`config.mk`:
```
export PLATFORM = sky130hd
export DESIGN_NAME = tbase_irq_gen
export DESIGN_NICKNAME = d
export VERILOG_FILES = /design/src/rtl/tbase_pkg.sv /design/src/rtl/tbase_rst_sync.sv /design/src/rtl/tbase_divider.sv /design/src/rtl/tbase_csr.sv /design/src/rtl/tbase_irq_gen.sv
export SDC_FILE = /design/constraint.sdc
export NUM_CORES = 1
export LEC_CHECK = 0
export BUFFER_PORTS_ARGS = -buffer_cell sky130_fd_sc_hd__buf_4
export CAP_MARGIN = 20
export CORE_MARGIN = 4
export CORE_UTILIZATION = 55
export CTS_BUF_LIST = sky130_fd_sc_hd__clkbuf_4
export DETAILED_ROUTE_END_ITERATION = 6
export PLACE_DENSITY_LB_ADDON = 0.12
export SLEW_MARGIN = 20
export SYNTH_ARGS = -nofsm -noshare
export SYNTH_HDL_FRONTEND = slang
export SYNTH_SLANG_ARGS = --single-unit
export TNS_END_PERCENT = 20
```
`constraint.sdc`:
```
create_clock -name clk -period 0.85 [get_ports clk]
set_input_delay 0.085 -clock clk [delete_from_list [all_inputs] [get_ports clk]]
set_output_delay 0.085 -clock clk [all_outputs]
set_load 0.01 [all_outputs]
```
`src/rtl/tbase_pkg.sv`:
```
package tbase_pkg;

  localparam int unsigned TB_DATA_W = 8;
  localparam int unsigned TB_RATES  = 4;
  localparam int unsigned TB_RATE_W = $clog2(TB_RATES);

  // Register bit positions
  localparam int unsigned BIT_FLAG  = 7;
  localparam int unsigned BIT_IE    = 6;
  localparam int unsigned BIT_RATE  = 4;  // two bits: 5:4
  localparam int unsigned BIT_CLR   = 3;
  localparam int unsigned BIT_WDEN  = 1;
  localparam int unsigned BIT_WDCLR = 0;

  typedef enum logic [TB_RATE_W-1:0] {
    RATE_SHORT = 2'b00,
    RATE_MID   = 2'b01,
    RATE_LONG  = 2'b10,
    RATE_MAX   = 2'b11
  } rate_e;

endpackage

```
`src/rtl/tbase_rst_sync.sv`:
```
module tbase_rst_sync #(
  parameter int unsigned STAGES = 2
) (
  input  logic clk,
  input  logic rst_n_in,
  output logic rst_n_out
);

  logic [STAGES-1:0] sync_q;

  always_ff @(posedge clk or negedge rst_n_in) begin
    if (!rst_n_in) sync_q <= '0;
    else           sync_q <= {sync_q[STAGES-2:0], 1'b1};
  end

  assign rst_n_out = sync_q[STAGES-1];

endmodule

```
`src/rtl/tbase_divider.sv`:
```
module tbase_divider
  import tbase_pkg::*;
#(
  parameter int unsigned DIV_W = 14,
  parameter int unsigned TAPS [TB_RATES] = '{7, 12, 13, 14}
) (
  input  logic                 clk,
  input  logic                 rst_n,
  input  logic                 tb_ce,
  input  logic [TB_RATE_W-1:0] rate,
  output logic                 tick
);

  logic [DIV_W-1:0]    cnt_q;
  logic [DIV_W-1:0]    cnt_d;
  logic [TB_RATES-1:0] tap_hit;

  // Next-state: count only on enabled cycles
  always_comb begin
    cnt_d = cnt_q;
    if (tb_ce) cnt_d = cnt_q + 1'b1;
  end

  // Free-running divider: deliberately not reset
  always_ff @(posedge clk) begin
    cnt_q <= cnt_d;
  end

  // One wrap detector per selectable tap
  for (genvar g = 0; g < TB_RATES; g++) begin : g_tap
    assign tap_hit[g] = &cnt_q[TAPS[g]-1:0];
  end

  assign tick = tb_ce & tap_hit[rate];

  // divider holds when the enable is low
  p_hold_idle_r10: assert property (@(posedge clk) disable iff (!rst_n)
    !tb_ce |=> $stable(cnt_q));

endmodule

```
`src/rtl/tbase_csr.sv`:
```
module tbase_csr
  import tbase_pkg::*;
(
  input  logic                 clk,
  input  logic                 rst_n,
  input  logic                 sel,
  input  logic                 wr,
  input  logic [TB_DATA_W-1:0] wdata,
  input  logic                 tick,
  output logic [TB_DATA_W-1:0] rdata,
  output logic                 flag,
  output logic                 ie,
  output logic [TB_RATE_W-1:0] rate,
  output logic                 wd_en,
  output logic                 wd_clr
);

  logic  wr_hit;
  logic  clr_req;
  logic  flag_q, flag_d;
  logic  ie_q, ie_d;
  rate_e rate_q, rate_d;
  logic  wden_q, wden_d;
  logic  lock_q, lock_d;
  logic  wdclr_q, wdclr_d;

  assign wr_hit  = sel & wr;
  assign clr_req = wr_hit & wdata[BIT_CLR];

  // Next-state logic
  always_comb begin
    flag_d  = flag_q;
    ie_d    = ie_q;
    rate_d  = rate_q;
    wden_d  = wden_q;
    lock_d  = lock_q | wr_hit;
    wdclr_d = wr_hit & wdata[BIT_WDCLR];
    if (clr_req) flag_d = 1'b0;
    if (tick)    flag_d = 1'b1;  // timeout has priority over clear
    if (wr_hit) begin
      ie_d   = wdata[BIT_IE];
      rate_d = rate_e'(wdata[BIT_RATE +: TB_RATE_W]);
      if (!lock_q) wden_d = wdata[BIT_WDEN];
    end
  end

  // State registers
  always_ff @(posedge clk or negedge rst_n) begin
    if (!rst_n) begin
      flag_q  <= 1'b0;
      ie_q    <= 1'b0;
      rate_q  <= RATE_MAX;
      wden_q  <= 1'b0;
      lock_q  <= 1'b0;
      wdclr_q <= 1'b0;
    end else begin
      flag_q  <= flag_d;
      ie_q    <= ie_d;
      rate_q  <= rate_d;
      wden_q  <= wden_d;
      lock_q  <= lock_d;
      wdclr_q <= wdclr_d;
    end
  end

  // Read mux: strobe and unused bits return zero
  always_comb begin
    rdata = '0;
    if (sel) begin
      rdata[BIT_FLAG]                 = flag_q;
      rdata[BIT_IE]                   = ie_q;
      rdata[BIT_RATE +: TB_RATE_W]    = rate_q;
      rdata[BIT_WDEN]                 = wden_q;
    end
  end

  assign flag   = flag_q;
  assign ie     = ie_q;
  assign rate   = rate_q;
  assign wd_en  = wden_q;
  assign wd_clr = wdclr_q;

  p_timeout_sets_r2: assert property (@(posedge clk) disable iff (!rst_n)
    tick |=> flag_q);

  p_flag_only_changes_r3: assert property (@(posedge clk) disable iff (!rst_n)
    (!tick && !clr_req) |=> $stable(flag_q));

  p_clear_r4: assert property (@(posedge clk) disable iff (!rst_n)
    (clr_req && !tick) |=> !flag_q);

  p_set_wins_r5: assert property (@(posedge clk) disable iff (!rst_n)
    (clr_req && tick) |=> flag_q);

  p_zero_bits_r7: assert property (@(posedge clk) disable iff (!rst_n)
    (rdata[3] == 1'b0) && (rdata[2] == 1'b0) && (rdata[0] == 1'b0));

  p_wden_locked_r8: assert property (@(posedge clk) disable iff (!rst_n)
    lock_q |=> $stable(wden_q));

  p_wdclr_single_r9: assert property (@(posedge clk) disable iff (!rst_n)
    (wdclr_q && !(wr_hit && wdata[BIT_WDCLR])) |=> !wdclr_q);

endmodule

```
`src/rtl/tbase_irq_gen.sv`:
```
module tbase_irq_gen
  import tbase_pkg::*;
#(
  parameter int unsigned DIV_W = 14,
  parameter int unsigned TAPS [TB_RATES] = '{7, 12, 13, 14},
  parameter int unsigned RST_STAGES = 2
) (
  input  logic                 clk,
  input  logic                 rst_n,
  input  logic                 tb_ce,
  input  logic                 reg_sel,
  input  logic                 reg_wr,
  input  logic [TB_DATA_W-1:0] reg_wdata,
  output logic [TB_DATA_W-1:0] reg_rdata,
  output logic                 irq,
  output logic                 wdog_en,
  output logic                 wdog_clr
);

  logic                 rst_n_s;
  logic                 tick;
  logic                 flag;
  logic                 ie;
  logic [TB_RATE_W-1:0] rate;

  tbase_rst_sync #(.STAGES(RST_STAGES)) u_rst (
    .clk       (clk),
    .rst_n_in  (rst_n),
    .rst_n_out (rst_n_s)
  );

  tbase_divider #(.DIV_W(DIV_W), .TAPS(TAPS)) u_div (
    .clk   (clk),
    .rst_n (rst_n_s),
    .tb_ce (tb_ce),
    .rate  (rate),
    .tick  (tick)
  );

  tbase_csr u_csr (
    .clk    (clk),
    .rst_n  (rst_n_s),
    .sel    (reg_sel),
    .wr     (reg_wr),
    .wdata  (reg_wdata),
    .tick   (tick),
    .rdata  (reg_rdata),
    .flag   (flag),
    .ie     (ie),
    .rate   (rate),
    .wd_en  (wdog_en),
    .wd_clr (wdog_clr)
  );

  assign irq = flag & ie;

  // request agrees with the readable flag and enable
  p_irq_matches_r6: assert property (@(posedge clk) disable iff (!rst_n_s)
    !reg_sel || (irq == (reg_rdata[BIT_FLAG] && reg_rdata[BIT_IE])));

endmodule

```
# --- After elaboration in Yosys (flattened, before gate mapping) ---
# Cells that the tools add are included.
word_totals:
  register_bits: 23
  inputBits: 13
  out_inout_bits: 11
  word_cells: 29
classes:
  addsub: 1
  n_lt_le_gt_ge: 1
  n_mux: 6
  bitwise: 7
  n_reduce_logical: 6
ops:
  columns: ["cell", "n"]
  rows:
  - ["adder 14 x 1 -> 14 bit (second input constant)", 1]
  - ["AND reduction 14 bit", 1]
  - ["AND reduction 13 bit", 1]
  - ["AND reduction 12 bit", 1]
  - ["AND reduction 7 bit", 1]
  - ["bitwise AND 1 bit", 5]
  - ["2-to-1 mux 1 bit", 4]
  - ["2-to-1 mux 4 bit", 1]
  - ["less-than comparator 2 x 3 -> 1 bit (second input constant)", 1]
  - ["binary-select mux 1 bit (select 2 bit)", 1]
  - ["AND reduction 2 bit", 1]
  - ["nonzero test 2 bit", 1]
  - ["NOT 1 bit", 1]
  - ["OR 1 bit", 1]

# --- Logic depth before layout (Yosys ltp) ---
logic_depth:
  ltp_word: 5
  ltp_mapped: 4
  mapped_depth_nobuf: 4

# --- Cells and area by module ---
# Synthesis repeated with hierarchy kept, for this count alone.
hier_totals:
  cells_unflattened: 84
  area_unflattened_um2: 1111.1
modules_own_cells:
  columns: ["module", "instances", "cells_per_inst", "area_per_inst_um2", "seq_area_each_um2"]
  rows:
  - ["tbase_divider", 1, 54, 708.2, 420.4]
  - ["tbase_csr", 1, 26, 342.8, 177.7]
  - ["tbase_rst_sync", 1, 3, 53.8, 50.0]
  - ["tbase_irq_gen", 1, 1, 6.3, 0.0]

# --- Worst setup path before layout ---
# Ideal clock, no wire load.
synth_path:
  path_type: "reg2reg"
  start: "register u_div.cnt_q[0]"
  end: "register u_div.cnt_q[12], data pin"
  setup_ns: 0.263
  t_arrival_ns: 1.044
  required_time_ns: 0.587
  path_slack_ns: -0.456
  stages_incl_launch_ff: 5
  path_buffers: 0
  synth_period_minus_slack_ns: 1.306
  path_cell_list: "edfxtp_1 > ha_1 > nand3_1 > nor3_1 > xnor2_1"
synth_via:
  elab_chain_cells: 1
synth_rtl:
  columns: ["element", "line", "rtl"]
  rows:
  - ["from (decl)", "tbase_divider.sv:14", "logic [DIV_W-1:0] cnt_q;"]
  - ["from (signal assigned)", "tbase_divider.sv:26", "cnt_q <= cnt_d;"]
  - ["adder 14 x 1 -> 14 bit", "tbase_divider.sv:21", "if (tb_ce) cnt_d = cnt_q + 1'b1;"]
# Every way passes these cells.
# A chain may end at the register's enable or synchronous reset.

# --- Worst setup path in the final report ---
# Ends and elaborated chain as after synthesis.

==> results.py <==
metrics = {
    "placement": {
        "numPortBuffers": 18,
        "postPlaceCellArea_um2": 1400,
        "hpwl_mm": 1.55,
        "pre_cts_ws_ns": -0.403,
        "gp_congestion": 0.849,
        "placed_cells": 147,
    },
    "critical_path": {
        "r2r_start": "u_div.cnt_q[0]",
        "end_kind": "register",
        "cp_top_family": "flip-flops",
        "max_stage_delay_ns": 0.41,
        "slowest_stage": "edfxtp_1",
        "rr_worst_depth": 5,
        "start_kind": "register",
        "critPathBufInv": 1,
        "arrival_ns": 1.52,
        "crit_chain": "buf_6 > ha_4 > nand3_4 > nor3_4 > xnor2_1",
        "cp_max_fo": 3,
        "cp.required_ns": 0.94,
        "ff2ff_setup_slack_ns": -0.58,
        "worst-setup-path-type": "register to register",
        "reg2reg_to": "u_div.cnt_q[12]",
    },
    "synth": {
        "synth_seq_cells": 23,
        "synth_largest_area_cell": "edfxtp_1",
        "yosysTopAreaCellShare_pct": 38.8,
        "syn_inst": 86,
        "async_flop_share_pct": 39.1,
        "yosysSeqAreaShare_pct": 59.9,
        "synth_edf_count": 14,
        "synth_area_leaders": "edfxtp_1 39%, dfrtp_1 16%, xor2_1 6.5%",
        "yosysWarnings": 0,
        "synthFlopType": "edfxtp_1",
        "synth_common_cells": "14 x edfxtp_1, 8 x xor2_1, 7 x dfrtp_1",
        "synth.most_common_cell": "edfxtp_1",
        "yosysUniqueCellTypes": 26,
        "syn_area_um2": 1080,
        "syn_area_per_cell_um2": 12.6,
    },
    "floorplanning": {
        "row_count": 15,
        "dieHeight_um": 52.4,
        "io_pins": 24,
        "dieArea_um2": 2740,
        "initial_utilization_pct": 60.1,
        "fp.dieW_um": 52.4,
        "coreArea_um2": 1800,
    },
    "timing": {
        "rsz0062_at_grt": "true",
        "hold_viol_final": 2,
        "min_period_over_period_pct": 168,
        "holdWs_ns": -0.00563,
        "min_period_ns": 1.43,
        "skew_ns": 0.00498,
        "tns_ns": -8.71,
        "setup_ws_ns": -0.580,
        "setup_viol": 25,
        "max_freq_mhz": 699,
        "slew_viol_final": 0,
    },
    "layout": {
        "fin_area_um2": 1730,
        "fin_util_pct": 96.0,
        "antenna_cells": 0,
        "area_growth_pct": 59.9,
        "nets": 156,
        "drive_above_1_share_pct": 58.9,
        "final_cells": 166,
    },
    "clocking": {
        "clockRootBuffer": "clkbuf_4",
        "clock_sinks": 23,
        "htree_num_levels": 1,
        "tritoncts": "done",
        "clock_latency_ns": 0.32,
        "cts_made_buffers": 3,
        "clock_path_buffers": 2,
        "cts.reportedPaths.clkPinSlew_ns": 0.13,
    },
    "pwr": {
        "power_frac_comb_pct": 24.7,
        "p_int_w": 0.00188,
        "ir_drop_v": 0.00187,
        "p_leak_nw": 0.751,
        "p_per_area_nw_per_um2": 1510,
        "swShare_pct": 28.0,
        "seq_power_share_pct": 53.5,
        "power.switching_w": 0.000731,
        "clockPowerShare_pct": 21.8,
    },
    "run_status": {
        "status": "finished with violations",
        "violations": "hold timing, setup timing",
    },
    "detailed_routing": {
        "vias": 939,
        "remaining_drc_errors": 0,
        "ant_nets": 0,
        "viasPerCell": 5.66,
        "finalWirelength_mm": 3.52,
        "drtPass1Iterations": 4,
        "drt-initial-drc-count": 17,
        "wire_per_inst_um": 21.2,
    },
    "run": {
        "cap_violations": 0,
    },
    "global_route": {
        "track_usage_pct": 22.7,
        "grt_max_degree": 16,
        "grt_pass1_vias": 869,
        "grt_pass1_wl_mm": 4.41,
        "grt.overflow.total": 0,
        "antenna_found_initial": 0,
    },
    "min_path": {
        "hold_end": "u_csr.rate[1]",
        "min_path_type": "primary input to register",
        "hold_start": "reg_wdata[5]",
        "hold_path_depth": 2,
    },
}
[layout make-up]
| cell class | count | area [um2] |
|---|---|---|
| multi-input combinational | 58 | 548 |
| inverter | 4 | 15.0 |
| fill | 36 | 71.3 |
| timing repair buffer | 52 | 458 |
| tap | 25 | 31.3 |
| sequential | 23 | 648 |
| clock buffer | 4 | 30.0 |
[per-layer routing]
metal	global-route usage, %	share of wire (%)
met1	29.6	42
met2	37.6	53
met3	3.99	3.7
met4	8.09	1.2
met5	0	0
[power by group through the flow]
stage | registers, W | logic (W) | clock network (W)
global route | 0.00141 | 0.000683 | 0.000633
finish | 0.00140 | 0.000646 | 0.000570
floorplan | 0.00141 | 0.000175 | 0
CTS | 0.00138 | 0.000527 | 0.000548
detailed placement | 0.00141 | 0.000422 | 0
global placement | 0.00140 | 0.000408 | 0
[logic make-up (layout without fill, tap and decap cells)]
logic type | count (synthesis) | in the layout | synth area share [%]
AOI/OAI and AO/OA | 4 | 4 | 2.77
xor gates and xnor gates | 12 | 12 | 9.71
adders and majority gates | 1 | 1 | 1.16
buffers and inverters | 7 | 60 | 3.47
DFF | 23 | 23 | 59.9
muxes | 4 | 4 | 4.16
other | 2 | 4 | 0.694
and+or+nand+nor | 33 | 33 | 18.2
[worst max-delay path by stage]
stage | startpoint | endpoint | depth (start not counted)
after detailed placement | u_div.cnt_q[0] | u_div.cnt_q[13] | 3
after global placement | u_div.cnt_q[3] | u_div.cnt_q[9] | 3
after global routing | u_div.cnt_q[6] | u_div.cnt_q[13] | 3
final | u_div.cnt_q[0] | u_div.cnt_q[12] | 5
after floorplan | u_div.cnt_q[3] | u_div.cnt_q[11] | 3
after CTS | u_div.cnt_q[1] | u_div.cnt_q[11] | 3
[cell usage in the layout (no fill, tap or decap), drive strengths merged]
cell type,netlist,layout
buf,3,49
o21a,1,1
mux2,4,4
nor4,1,1
nand4,3,3
xor2,8,8
and3,2,2
xnor2,4,4
nand2,4,4
nor3,4,4
dlygate4sd3,0,3
nand2b,1,1
clkbuf,0,4
edfxtp,14,14
a31o,1,1
inv,4,4
or3b,1,1
o21ai,1,1
and2,6,6
conb,2,4
nor2,5,5
o32ai,1,1
dfstp,2,2
ha,1,1
dfrtp,7,7
nor2b,1,1
nand3,5,5
[sequential cells by signal, indices dropped and copies added (netlist names)]
register	flops
u_csr.wd_clr	1
u_csr.rate	2
u_csr.flag	1
u_rst.sync_q	2
u_csr.ie	1
u_csr.lock_q	1
u_csr.wd_en	1
u_div.cnt_q	14
[per-stage QoR]
stage	total power, W	hold WS (ns)
3_5_place_dp	0.00183	-0.131
5_1_grt	0.00273	-0.0246
4_1_cts	0.00246	0.00136
6_report	0.00261	-0.00563
3_3_place_gp	0.00181	-0.133
2_1_floorplan	0.00159	-0.211
[timing repair]
item,CTS,global route
endpoints found under the setup margin,23,25
endpoints found under the hold margin,2,2
pin swaps,13,9
buffers inserted,6,6
gates resized for setup,23,18
hold buffers,1,2
(Power assumes the default switching activity.)
